**config.mk**
```make
export PLATFORM = sky130hd
export DESIGN_NAME = fdesc_fetcher
export DESIGN_NICKNAME = d
export VERILOG_FILES = /design/src/rtl/fdf_pkg.sv /design/src/rtl/fdf_chan_en.sv /design/src/rtl/fdf_addr_win.sv /design/src/rtl/fdesc_fetcher.sv
export SDC_FILE = /design/constraint.sdc
export NUM_CORES = 2
export LEC_CHECK = 0
export ABC_AREA = 1
export BUFFER_PORTS_ARGS = -buffer_cell sky130_fd_sc_hd__buf_4
export CORE_MARGIN = 10
export CORE_UTILIZATION = 35
export DETAILED_ROUTE_END_ITERATION = 8
export PLACE_DENSITY = 0.51
export SLEW_MARGIN = 10
export SYNTH_ARGS = -nofsm -noshare
export SYNTH_HDL_FRONTEND = slang
export SYNTH_SLANG_ARGS = --single-unit
```
**constraint.sdc**
```tcl
create_clock -name clk -period 4.5 [get_ports clk]
set_input_delay 0.9 -clock clk [delete_from_list [all_inputs] [get_ports clk]]
set_output_delay 0.9 -clock clk [all_outputs]
set_load 0.03 [all_outputs]
```
**src/rtl/fdf_pkg.sv**
```systemverilog
package fdf_pkg;
    localparam int WORD_W = 32;

    typedef enum logic [2:0] {
        ST_IDLE,
        ST_PICK,
        ST_READ,
        ST_JUDGE,
        ST_STEP
    } fdf_state_e;

    localparam int CMD_LEN_LO = 2;
    localparam int CMD_LEN_HI = 20;
    localparam int CMD_EOF    = 21;
    localparam int CMD_SOF    = 22;
    localparam int CMD_PAL    = 26;

    localparam int BR_TAKE   = 0;
    localparam int BR_NOTIFY = 1;
    localparam logic [WORD_W-1:0] BR_KEEP = 32'hFFFF_FFF3;

    localparam logic [3:0] PAGE_BRANCH = 4'h1;
    localparam logic [3:0] PAGE_CHAN   = 4'h2;
endpackage

```
**src/rtl/fdf_chan_en.sv**
```systemverilog
module fdf_chan_en #(
    parameter int NCH = 7
) (
    input  logic           main_en,
    input  logic           dual_scan,
    input  logic           ovl1_en,
    input  logic           ovl2_en,
    input  logic           cursor_en,
    output logic [NCH-1:0] ch_en
);
    for (genvar i = 0; i < NCH; i++) begin : g_en
        if (i == 0) begin : g_main
            assign ch_en[i] = main_en;
        end else if (i == 1) begin : g_ovl1
            assign ch_en[i] = ovl1_en | dual_scan;
        end else if (i <= 4) begin : g_ovl2
            assign ch_en[i] = ovl2_en;
        end else if (i == 5) begin : g_cur
            assign ch_en[i] = cursor_en;
        end else begin : g_off
            assign ch_en[i] = 1'b0;
        end
    end
endmodule

```
**src/rtl/fdf_addr_win.sv**
```systemverilog
module fdf_addr_win #(
    parameter logic [31:0] W0_BASE = 32'h1000_0000,
    parameter logic [31:0] W0_SIZE = 32'h0000_1000,
    parameter logic [31:0] W1_BASE = 32'h2000_0000,
    parameter logic [31:0] W1_SIZE = 32'h0000_0100,
    parameter int          SPAN    = 16
) (
    input  logic [31:0] addr,
    output logic        ok
);
    localparam logic [32:0] LO0 = {1'b0, W0_BASE};
    localparam logic [32:0] HI0 = {1'b0, W0_BASE} + {1'b0, W0_SIZE};
    localparam logic [32:0] LO1 = {1'b0, W1_BASE};
    localparam logic [32:0] HI1 = {1'b0, W1_BASE} + {1'b0, W1_SIZE};

    logic [32:0] a_lo, a_hi;
    assign a_lo = {1'b0, addr};
    assign a_hi = {1'b0, addr} + 33'(SPAN);
    assign ok   = ((a_lo >= LO0) && (a_hi <= HI0)) || ((a_lo >= LO1) && (a_hi <= HI1));
endmodule

```
**src/rtl/fdesc_fetcher.sv**
```systemverilog
module fdesc_fetcher
    import fdf_pkg::*;
#(
    parameter int          NCH     = 7,
    parameter logic [31:0] W0_BASE = 32'h1000_0000,
    parameter logic [31:0] W0_SIZE = 32'h0000_1000,
    parameter logic [31:0] W1_BASE = 32'h2000_0000,
    parameter logic [31:0] W1_SIZE = 32'h0000_0100
) (
    input  logic                    clk,
    input  logic                    rst_n,
    input  logic                    frame_start,
    input  logic                    main_en,
    input  logic                    dual_scan,
    input  logic                    ovl1_en,
    input  logic                    ovl2_en,
    input  logic                    cursor_en,
    input  logic                    reg_we,
    input  logic [11:0]             reg_addr,
    input  logic [31:0]             reg_wdata,
    output logic [31:0]             reg_rdata,
    output logic                    mem_req,
    output logic [31:0]             mem_addr,
    input  logic                    mem_ack,
    input  logic [31:0]             mem_rdata,
    output logic                    busy,
    output logic                    done,
    output logic [NCH-1:0][31:0]    ch_src,
    output logic [NCH-1:0][31:0]    ch_id,
    output logic [NCH-1:0][31:0]    ch_cmd,
    output logic [NCH-1:0][20:0]    ch_len,
    output logic [NCH-1:0]          ch_eof_irq,
    output logic [NCH-1:0]          ch_sof_irq,
    output logic [NCH-1:0]          ch_pal,
    output logic [NCH-1:0]          bs_evt,
    output logic                    ber_evt,
    output logic [2:0]              ber_ch
);
    localparam int CHW = (NCH > 1) ? $clog2(NCH) : 1;
    localparam logic [CHW-1:0] LAST_CH = CHW'(NCH - 1);

    fdf_state_e state_q, state_d;
    logic [CHW-1:0]              ch_q;
    logic [1:0]                  widx_q;
    logic [31:0]                 base_q;
    logic [NCH-1:0][31:0]        nxt_q, src_q, id_q, cmd_q, br_q;
    logic                        pend_v_q;
    logic [31:0]                 pend_q;
    logic [NCH-1:0]              ch_en;
    logic [31:0]                 pick_addr;
    logic                        desc_ok, src_ok;

    fdf_chan_en #(.NCH(NCH)) u_en (
        .main_en(main_en), .dual_scan(dual_scan), .ovl1_en(ovl1_en),
        .ovl2_en(ovl2_en), .cursor_en(cursor_en), .ch_en(ch_en)
    );

    assign pick_addr = br_q[ch_q][BR_TAKE] ? {br_q[ch_q][31:4], 4'h0} : nxt_q[ch_q];

    fdf_addr_win #(.W0_BASE(W0_BASE), .W0_SIZE(W0_SIZE), .W1_BASE(W1_BASE),
                   .W1_SIZE(W1_SIZE), .SPAN(16)) u_desc_win (
        .addr(pick_addr), .ok(desc_ok)
    );
    fdf_addr_win #(.W0_BASE(W0_BASE), .W0_SIZE(W0_SIZE), .W1_BASE(W1_BASE),
                   .W1_SIZE(W1_SIZE), .SPAN(1)) u_src_win (
        .addr(src_q[ch_q]), .ok(src_ok)
    );

    // register decode, shared by reads and writes
    logic           sel_chan, sel_br;
    logic [CHW-1:0] ach, bch;
    assign sel_chan = (reg_addr[11:8] == PAGE_CHAN) && (int'(reg_addr[7:4]) < NCH)
                      && (reg_addr[1:0] == 2'b00);
    assign sel_br   = (reg_addr[11:8] == PAGE_BRANCH) && (int'(reg_addr[7:2]) < NCH)
                      && (reg_addr[1:0] == 2'b00);
    assign ach = reg_addr[4 +: CHW];
    assign bch = reg_addr[2 +: CHW];

    always_comb begin
        reg_rdata = '0;
        if (sel_chan) begin
            unique case (reg_addr[3:2])
                2'd0: reg_rdata = nxt_q[ach];
                2'd1: reg_rdata = src_q[ach];
                2'd2: reg_rdata = id_q[ach];
                default: reg_rdata = cmd_q[ach];
            endcase
        end else if (sel_br) begin
            reg_rdata = br_q[bch];
        end
    end

    // state register
    always_ff @(posedge clk or negedge rst_n) begin
        if (!rst_n) state_q <= ST_IDLE;
        else        state_q <= state_d;
    end

    always_comb begin
        state_d = state_q;
        unique case (state_q)
            ST_IDLE:  if (frame_start) state_d = ST_PICK;
            ST_PICK:  if (!ch_en[ch_q]) state_d = ST_STEP;
                      else if (desc_ok) state_d = ST_READ;
                      else              state_d = ST_JUDGE;
            ST_READ:  if (mem_ack && (widx_q == 2'd3)) state_d = ST_JUDGE;
            ST_JUDGE: state_d = ST_STEP;
            ST_STEP:  state_d = (ch_q == LAST_CH) ? ST_IDLE : ST_PICK;
            default:  state_d = ST_IDLE;
        endcase
    end

    // datapath and outputs
    logic own_slot;
    assign own_slot = (ach == ch_q) && ch_en[ch_q] &&
                      ((state_q == ST_PICK) || (state_q == ST_READ));

    always_ff @(posedge clk or negedge rst_n) begin
        if (!rst_n) begin
            ch_q <= '0; widx_q <= '0; base_q <= '0;
            nxt_q <= '0; src_q <= '0; id_q <= '0; cmd_q <= '0; br_q <= '0;
            pend_v_q <= 1'b0; pend_q <= '0;
            bs_evt <= '0; ber_evt <= 1'b0; ber_ch <= '0; done <= 1'b0;
        end else begin
            bs_evt  <= '0;
            ber_evt <= 1'b0;
            done    <= 1'b0;
            unique case (state_q)
                ST_IDLE: if (frame_start) ch_q <= '0;
                ST_PICK: begin
                    src_q[ch_q] <= '0;
                    widx_q      <= 2'd0;
                    base_q      <= pick_addr;
                    if (ch_en[ch_q] && br_q[ch_q][BR_TAKE]) begin
                        br_q[ch_q][BR_TAKE] <= 1'b0;
                        if (br_q[ch_q][BR_NOTIFY]) bs_evt[ch_q] <= 1'b1;
                    end
                end
                ST_READ: if (mem_ack) begin
                    widx_q <= widx_q + 2'd1;
                    unique case (widx_q)
                        2'd0: nxt_q[ch_q] <= {mem_rdata[31:4], 4'h0};
                        2'd1: src_q[ch_q] <= mem_rdata;
                        2'd2: id_q[ch_q]  <= mem_rdata;
                        default: cmd_q[ch_q] <= mem_rdata;
                    endcase
                end
                ST_JUDGE: begin
                    if ((src_q[ch_q] == '0) || !src_ok) begin
                        ber_evt <= 1'b1;
                        ber_ch  <= 3'(ch_q);
                    end
                    if (pend_v_q) nxt_q[ch_q] <= pend_q;
                    pend_v_q <= 1'b0;
                end
                ST_STEP: begin
                    if (ch_q == LAST_CH) done <= 1'b1;
                    else                 ch_q <= ch_q + 1'b1;
                end
                default: ;
            endcase
            if (reg_we && sel_chan && (reg_addr[3:2] == 2'd0)) begin
                if (own_slot) begin
                    pend_v_q <= 1'b1;
                    pend_q   <= {reg_wdata[31:4], 4'h0};
                end else begin
                    nxt_q[ach] <= {reg_wdata[31:4], 4'h0};
                end
            end
            if (reg_we && sel_br) br_q[bch] <= reg_wdata & BR_KEEP;
        end
    end

    assign busy     = (state_q != ST_IDLE);
    assign mem_req  = (state_q == ST_READ);
    assign mem_addr = base_q + 32'({widx_q, 2'b00});
    assign ch_src   = src_q;
    assign ch_id    = id_q;
    assign ch_cmd   = cmd_q;

    for (genvar g = 0; g < NCH; g++) begin : g_dec
        assign ch_len[g]     = {cmd_q[g][CMD_LEN_HI:CMD_LEN_LO], 2'b00};
        assign ch_eof_irq[g] = cmd_q[g][CMD_EOF];
        assign ch_sof_irq[g] = cmd_q[g][CMD_SOF];
        assign ch_pal[g]     = cmd_q[g][CMD_PAL];
    end

    // assertions
    p_start_busy_r1: assert property (@(posedge clk) disable iff (!rst_n)
        (!busy && frame_start) |=> busy);
    p_done_idle_r1: assert property (@(posedge clk) disable iff (!rst_n)
        done |-> !busy);
    p_req_hold_r2: assert property (@(posedge clk) disable iff (!rst_n)
        (mem_req && !mem_ack) |=> (mem_req && $stable(mem_addr)));
    p_req_align_r2: assert property (@(posedge clk) disable iff (!rst_n)
        mem_req |-> (mem_addr[1:0] == 2'b00));
    p_bs_onehot_r5: assert property (@(posedge clk) disable iff (!rst_n)
        $onehot0(bs_evt));
    p_req_window_r7: assert property (@(posedge clk) disable iff (!rst_n)
        mem_req |-> ((({1'b0, mem_addr} >= {1'b0, W0_BASE}) &&
                      ({1'b0, mem_addr} < ({1'b0, W0_BASE} + {1'b0, W0_SIZE}))) ||
                     (({1'b0, mem_addr} >= {1'b0, W1_BASE}) &&
                      ({1'b0, mem_addr} < ({1'b0, W1_BASE} + {1'b0, W1_SIZE})))));
    p_ber_chan_r8: assert property (@(posedge clk) disable iff (!rst_n)
        ber_evt |-> (int'(ber_ch) < NCH));
endmodule

```
Yosys cells after proc, flatten, opt, wreduce, memory -nomap -nowiden
Cells that the tools add are included.
{"block": "word_totals", "register_bits": 1201, "inputBits": 86, "output_inout_bits": 918}
{"block": "classes", "addsub": 5, "magnitude_cmp": 16, "n_eq_ne": 18, "n_mux": 72, "bitwise": 6, "n_reduce_logical": 40}
{"op": "$mux 224", "n": 10}
{"op": "$bwmux 224", "n": 7}
{"op": "$pmux 224 s2", "n": 2}
{"op": "$bmux 32 s3", "n": 8}
{"op": "$and 224x224->224", "n": 2}
{"op": "$mux 32", "n": 14}
{"op": "$not 224->224", "n": 2}
{"op": "$demux 32 s3", "n": 4}
{"op": "$pmux 32 s3", "n": 1}
{"op": "$le 33x29->1 const B", "n": 2}
{"op": "$le 33x30->1 const B", "n": 2}
{"op": "$ge 32x29->1 const B", "n": 2}
{"op": "$ge 32x30->1 const B", "n": 2}
{"op": "$add 32x1->33 const B", "n": 1}
{"op": "$add 32x5->33 const B", "n": 1}
{"op": "$add 32x4->32", "n": 1}
{"op": "$logic_not 32->1", "n": 1}
{"op": "$mux 7", "n": 3}
{"op": "$logic_and 1x1->1", "n": 18}
{"op": "$mux 3", "n": 5}
{"op": "$pmux 3 s5", "n": 1}
{"op": "$lt 3x4->1 const B", "n": 3}
{"op": "$mux 1", "n": 12}
{"op": "$reduce_and 3->1", "n": 4}
{"op": "other kinds (30)", "n": 49}

Depth between registers and ports, before layout
{"block": "depth", "word_depth": 11, "mapped_depth": 29}

By module
From an unflattened synthesis, not the netlist that was laid out.
{"block": "unflattened", "cells_unflattened": 8700, "area_unflattened_um2": 65417.7}
{"module": "fdesc_fetcher", "instances": 1, "cells_per_inst": 8039, "area_per_inst_um2": 62483.7, "seq_area_each_um2": 29703.5}
{"module": "fdf_addr_win (u_src_win)", "instances": 1, "cells_per_inst": 352, "area_per_inst_um2": 1556.5, "seq_area_each_um2": 0.0}
{"module": "fdf_addr_win (u_desc_win)", "instances": 1, "cells_per_inst": 299, "area_per_inst_um2": 1317.5, "seq_area_each_um2": 0.0}
{"module": "fdf_chan_en", "instances": 1, "cells_per_inst": 10, "area_per_inst_um2": 60.1, "seq_area_each_um2": 0.0}

Worst setup path before layout
Ideal clock, no wire load.
{"block": "synth_timing", "kind": "input to output", "start": "in reg_addr[5]", "end": "out reg_rdata[6]", "arrival_ns": 3.310, "setup_slack_ns": 0.290, "stages": 10, "cell_sequence": "clkbuf_1 inv_1 nor3_1 clkbuf_1 buf_1 buf_1 a21oi_1 a21oi_1 nor4_1 o21ai_0"}
{"block": "synth_via", "elab_chain_len": 5}
{"item": "start: declaration", "line": "fdesc_fetcher.sv:19", "rtl": "input logic [11:0] reg_addr,"}
{"item": "$lt 6x3->1", "line": "fdesc_fetcher.sv:74", "rtl": "assign sel_br = (reg_addr[11:8] == PAGE_BRANCH) && (int'(reg_addr[7:2]) < NCH)"}
{"item": "$logic_and 1x1->1", "line": "fdesc_fetcher.sv:74"}
{"item": "$logic_and 1x1->1", "line": "fdesc_fetcher.sv:75", "rtl": "&& (reg_addr[1:0] == 2'b00);"}
{"item": "$mux 32", "line": "fdesc_fetcher.sv:88", "rtl": "end else if (sel_br) begin"}
{"item": "$mux 32 (*)", "line": "fdesc_fetcher.sv:81", "rtl": "if (sel_chan) begin"}
{"item": "end: declaration", "line": "fdesc_fetcher.sv:21", "rtl": "output logic [31:0] reg_rdata,"}
Every way passes the cells marked *; elsewhere a longest branch is shown, timed or not. The select of a mux whose other input is x is not followed.

Final worst setup path
{"block": "layout_timing", "start": "in reg_addr[6]", "end": "out reg_rdata[12]"}
Same word-level chain as after synthesis.

==> run metrics <==
DRT antenna net count 0; synthesized area 0.0667 mm²; clk_lat worst skew 0.86 ns; placed cells between 10,000 and 15,000; GRT Overall Usage ~40%; vias in the first global route 69,600; Worst Path Arrival ~3.7 ns; TritonCTS clock tree built; total CTS buffers ~150; cell leakage power around 41 nW; crit path time final ~4.6 ns; Routed wire per std cell 34.8 µm; critical path class in -> out; leading area contributor after synthesis dfrtp_1; global route overflow 0; post-synthesis cell type count between 60 and 70; Synth Warn # 0; CTS Sinks 1,187; I/O Buffers ~1,000; Via density ~6; initial antenna violation count 23; die area between 0.2 and 0.25 mm²; clock power share approximately a quarter; Crit. End Element output port; placer congestion estimate 1.00; WHS -0.0136 ns; Max Fclk between 200 and 250 MHz; RSZ-0062 raised after global routing true; CP Max Fanout 28; EDFF count, synth 0; CP peak stage delay about 0.94 ns; CP Launch Type primary input; Net Switching between 0.02 and 0.025 W; crit share post-route 102%; Hold Vio Cnt, Final 4; # Max-Cap Violations 0; Pwr Total ~0.05 W; P per Cell Area 586 mW/mm²; CTS Buffer Depth 3; layout cell share with drive strength beyond 1 approximately a fifth; Worst Hold Class in -> async; Syn Area/Cell around 7.5 µm²; setup TNS -0.126 ns; largest net degree at the start of global routing ~140; final slew viol count 0; clock root cell clkbuf_16; Starting Density 35.1%; Layout area overhead 27.5%; Post-Route WL between 400 and 500 mm; Die Y roughly 460 µm; CP dominant cell by count buf_4; internal power 0.0264 W; final worst slack -0.0966 ns; Worst Setup SP reg_addr[6]; outcome complete, but fails checks; Relative slew margins a little under a tenth; Peak VDD IR between 0.0003 and 0.0004 V; Final nets ~10,000; Die Wd between 400 and 500 µm; Sw Share 47.0%; number of fill cells between 15,000 and 20,000; DR iter-0 viols about 10,000; Async S/R FF share, synth 100%; CP max stage cell o211ai_1; final setup skew ~0.029 ns; total number of vias approximately 74,000; Slew @ Worst Pin around 1.4 ns; synth top area cells dfrtp_1, nand2_1, o21ai_0; Logic pwr share between 40% and 50%; first-pass GRT wire length between 500 and 600 mm; worst r2r src ch_q[1]; register area share after synthesis 44.5%; failing checks negative hold slack, negative setup slack; Residual DRC 0; crit path cell chain buf_6 > buf_4 > nor3_2 > buf_4 > buf_12 > buf_4 > a221oi_2 > nand4_1 > o211ai_1 > buf_4 > nand2_4 > buf_6; Seq pwr share around 29%; dominant synthesized flop cell dfrtp_1; row count 160; core region area approximately 0.19 mm²; synthesized instance count 8,895; htree depth 4; Ports approximately 1,000; clk slew on worst S/H paths 0.05 ns; Yosys top cell area share 44.5%; Post-Route Utilization 44.8%; non-filler cells, final about 13,000; Setup violations, final 4; Post-DP HPWL between 300 and 400 mm; flops & latches, synth ~1,200; Critical Path RT roughly 3.6 ns; DRT Pass-1 Iters 7
==> flip-flops by register name, indices dropped and copies added, names as in the netlist <==
| name | flops |
|---|---|
| ch_src | 224 |
| widx_q | 2 |
| ch_cmd | 224 |
| bs_evt | 7 |
| ch_id | 224 |
| ch_q | 3 |
| nxt_q | 224 |
| base_q | 32 |
| pend_v_q | 1 |
| state_q | 3 |
| ber_evt | 1 |
| br_q | 210 |
| ber_ch | 3 |
| done | 1 |
| pend_q | 28 |
==> final cells by class <==
| class | count | area, µm² | share of cell area [%] |
|---|---|---|---|
| Sequential cell | 1187 | 29700 | 34.9 |
| Clock inverter | 49 | 693 | 0.815 |
| Timing Repair Buffer | 1628 | 13700 | 16.1 |
| Clock buffer | 212 | 4130 | 4.86 |
| Inverter | 918 | 3480 | 4.09 |
| Tap cell | 2511 | 3140 | 3.70 |
| Antenna cell | 9 | 22.5 | 0.0265 |
| Multi-Input combinational cell | 6014 | 30200 | 35.5 |
==> worst max-delay path, delay by kind of cell <==
kind	cells	cell delay (ns)
and+or+nand+nor	3	0.31
AOI/OAI and AO/OA	2	1.17
buffers and inverters	7	1.23
==> cell usage after synthesis (all sizes together), types with 3 or more instances <==
master and n:
a2111oi 5, nand2 2693, xor2 33, a22o 42, o22ai 338, o41ai 18
buf 341, inv 906, nor4 16, nor3 61, o2111ai 36, mux2i 88
o21bai 3, o31ai 20, o221ai 187, clkbuf 449, dfrtp 1187, a32o 7
nand4 75, xnor2 10, a31oi 13, nand3 294, a21oi 153, and2 3
o21ai 1318, clkinv 12, a211oi 3, o21a 3, nand3b 10, a31o 4
a22oi 42, ha 15, nor2 411, o211ai 25, o32ai 7, a221oi 54
o311ai 3
==> per-stage QoR <==
step	setup slack, ns	cell area, µm²	hold WS, ns
3_5_place_dp	-0.854	79200	0.461
4_1_cts	-0.224	84700	0.00287
3_3_place_gp	-0.825	79200	0.455
2_1_floorplan	0.290	66700	0.444
5_1_grt	-0.315	85000	0.0227
6_report	-0.0966	85000	-0.0136
==> layout by cell type, fill, tap and decap left out, drive strengths merged, types with 153 or more instances in the layout <==
cell,instances
o221ai,187
o21ai,1318
nand2,2693
nand3,294
dfrtp,1187
buf,1626
nor2,411
clkbuf,213
a21oi,153
o22ai,338
inv,915
==> what timing repair did <==
| action | 4_1_cts | 5_1_grt |
|---|---|---|
| endpoints found under the setup margin | 34 | 32 |
| pin swaps | 15 | 22 |
| hold buffers | 0 | 0 |
| endpoints found under the hold margin | 0 | 0 |
| cloned | 1 | 1 |
| buffers inserted | 31 | 10 |
| gates resized for setup | 87 | 50 |
==> path summary, 6_finish.rpt <==
path | to | slack, ns | cells past startpoint
setup / recovery | reg_rdata[12] | -0.1 | 12
max in group asynchronous | br_q[149] | 3.17 | 3
hold reg to reg | ber_ch[2] | 0.47 | 2
hold / removal | ch_src[55] | -0.01 | 1
setup reg to reg | state_q[0] | 0.27 | 27
min in group clk | br_q[73] | 0.30 | 3
==> kinds of logic (layout without fill, tap and decap cells) <==
family	after synthesis	after routing	share of synthesized area, %
multiplexers	88	88	1.32
AO/OA/AOI/OAI	2287	2287	20.3
XOR/XNOR	43	43	0.565
buffers and inverters	1708	2807	11.2
other	1	24	0.00562
adder cells (fa/ha/maj)	16	16	0.311
flip-flops	1187	1187	44.5
AND/OR/NAND/NOR	3565	3565	21.7
==> layer usage <==
layer	global-route usage, %	share of wire (%)	vias up
met3	12.0	11	1071
met5	0	0.025	-
met4	28.2	8.6	16
li1	-	-	31400
met1	50.4	38	36700
met2	58.3	42	5194
==> power groups by stage <==
stage | clock network, W | registers, W | logic [W]
final | 0.0124 | 0.0145 | 0.0230
after global routing | 0.0128 | 0.0145 | 0.0242
after CTS | 0.0124 | 0.0143 | 0.0222
after detailed placement | 0 | 0.0145 | 0.0221
after global placement | 0 | 0.0145 | 0.0220
after floorplan | 0 | 0.0153 | 0.00975
Note: power is estimated with default switching activity, not from simulation.
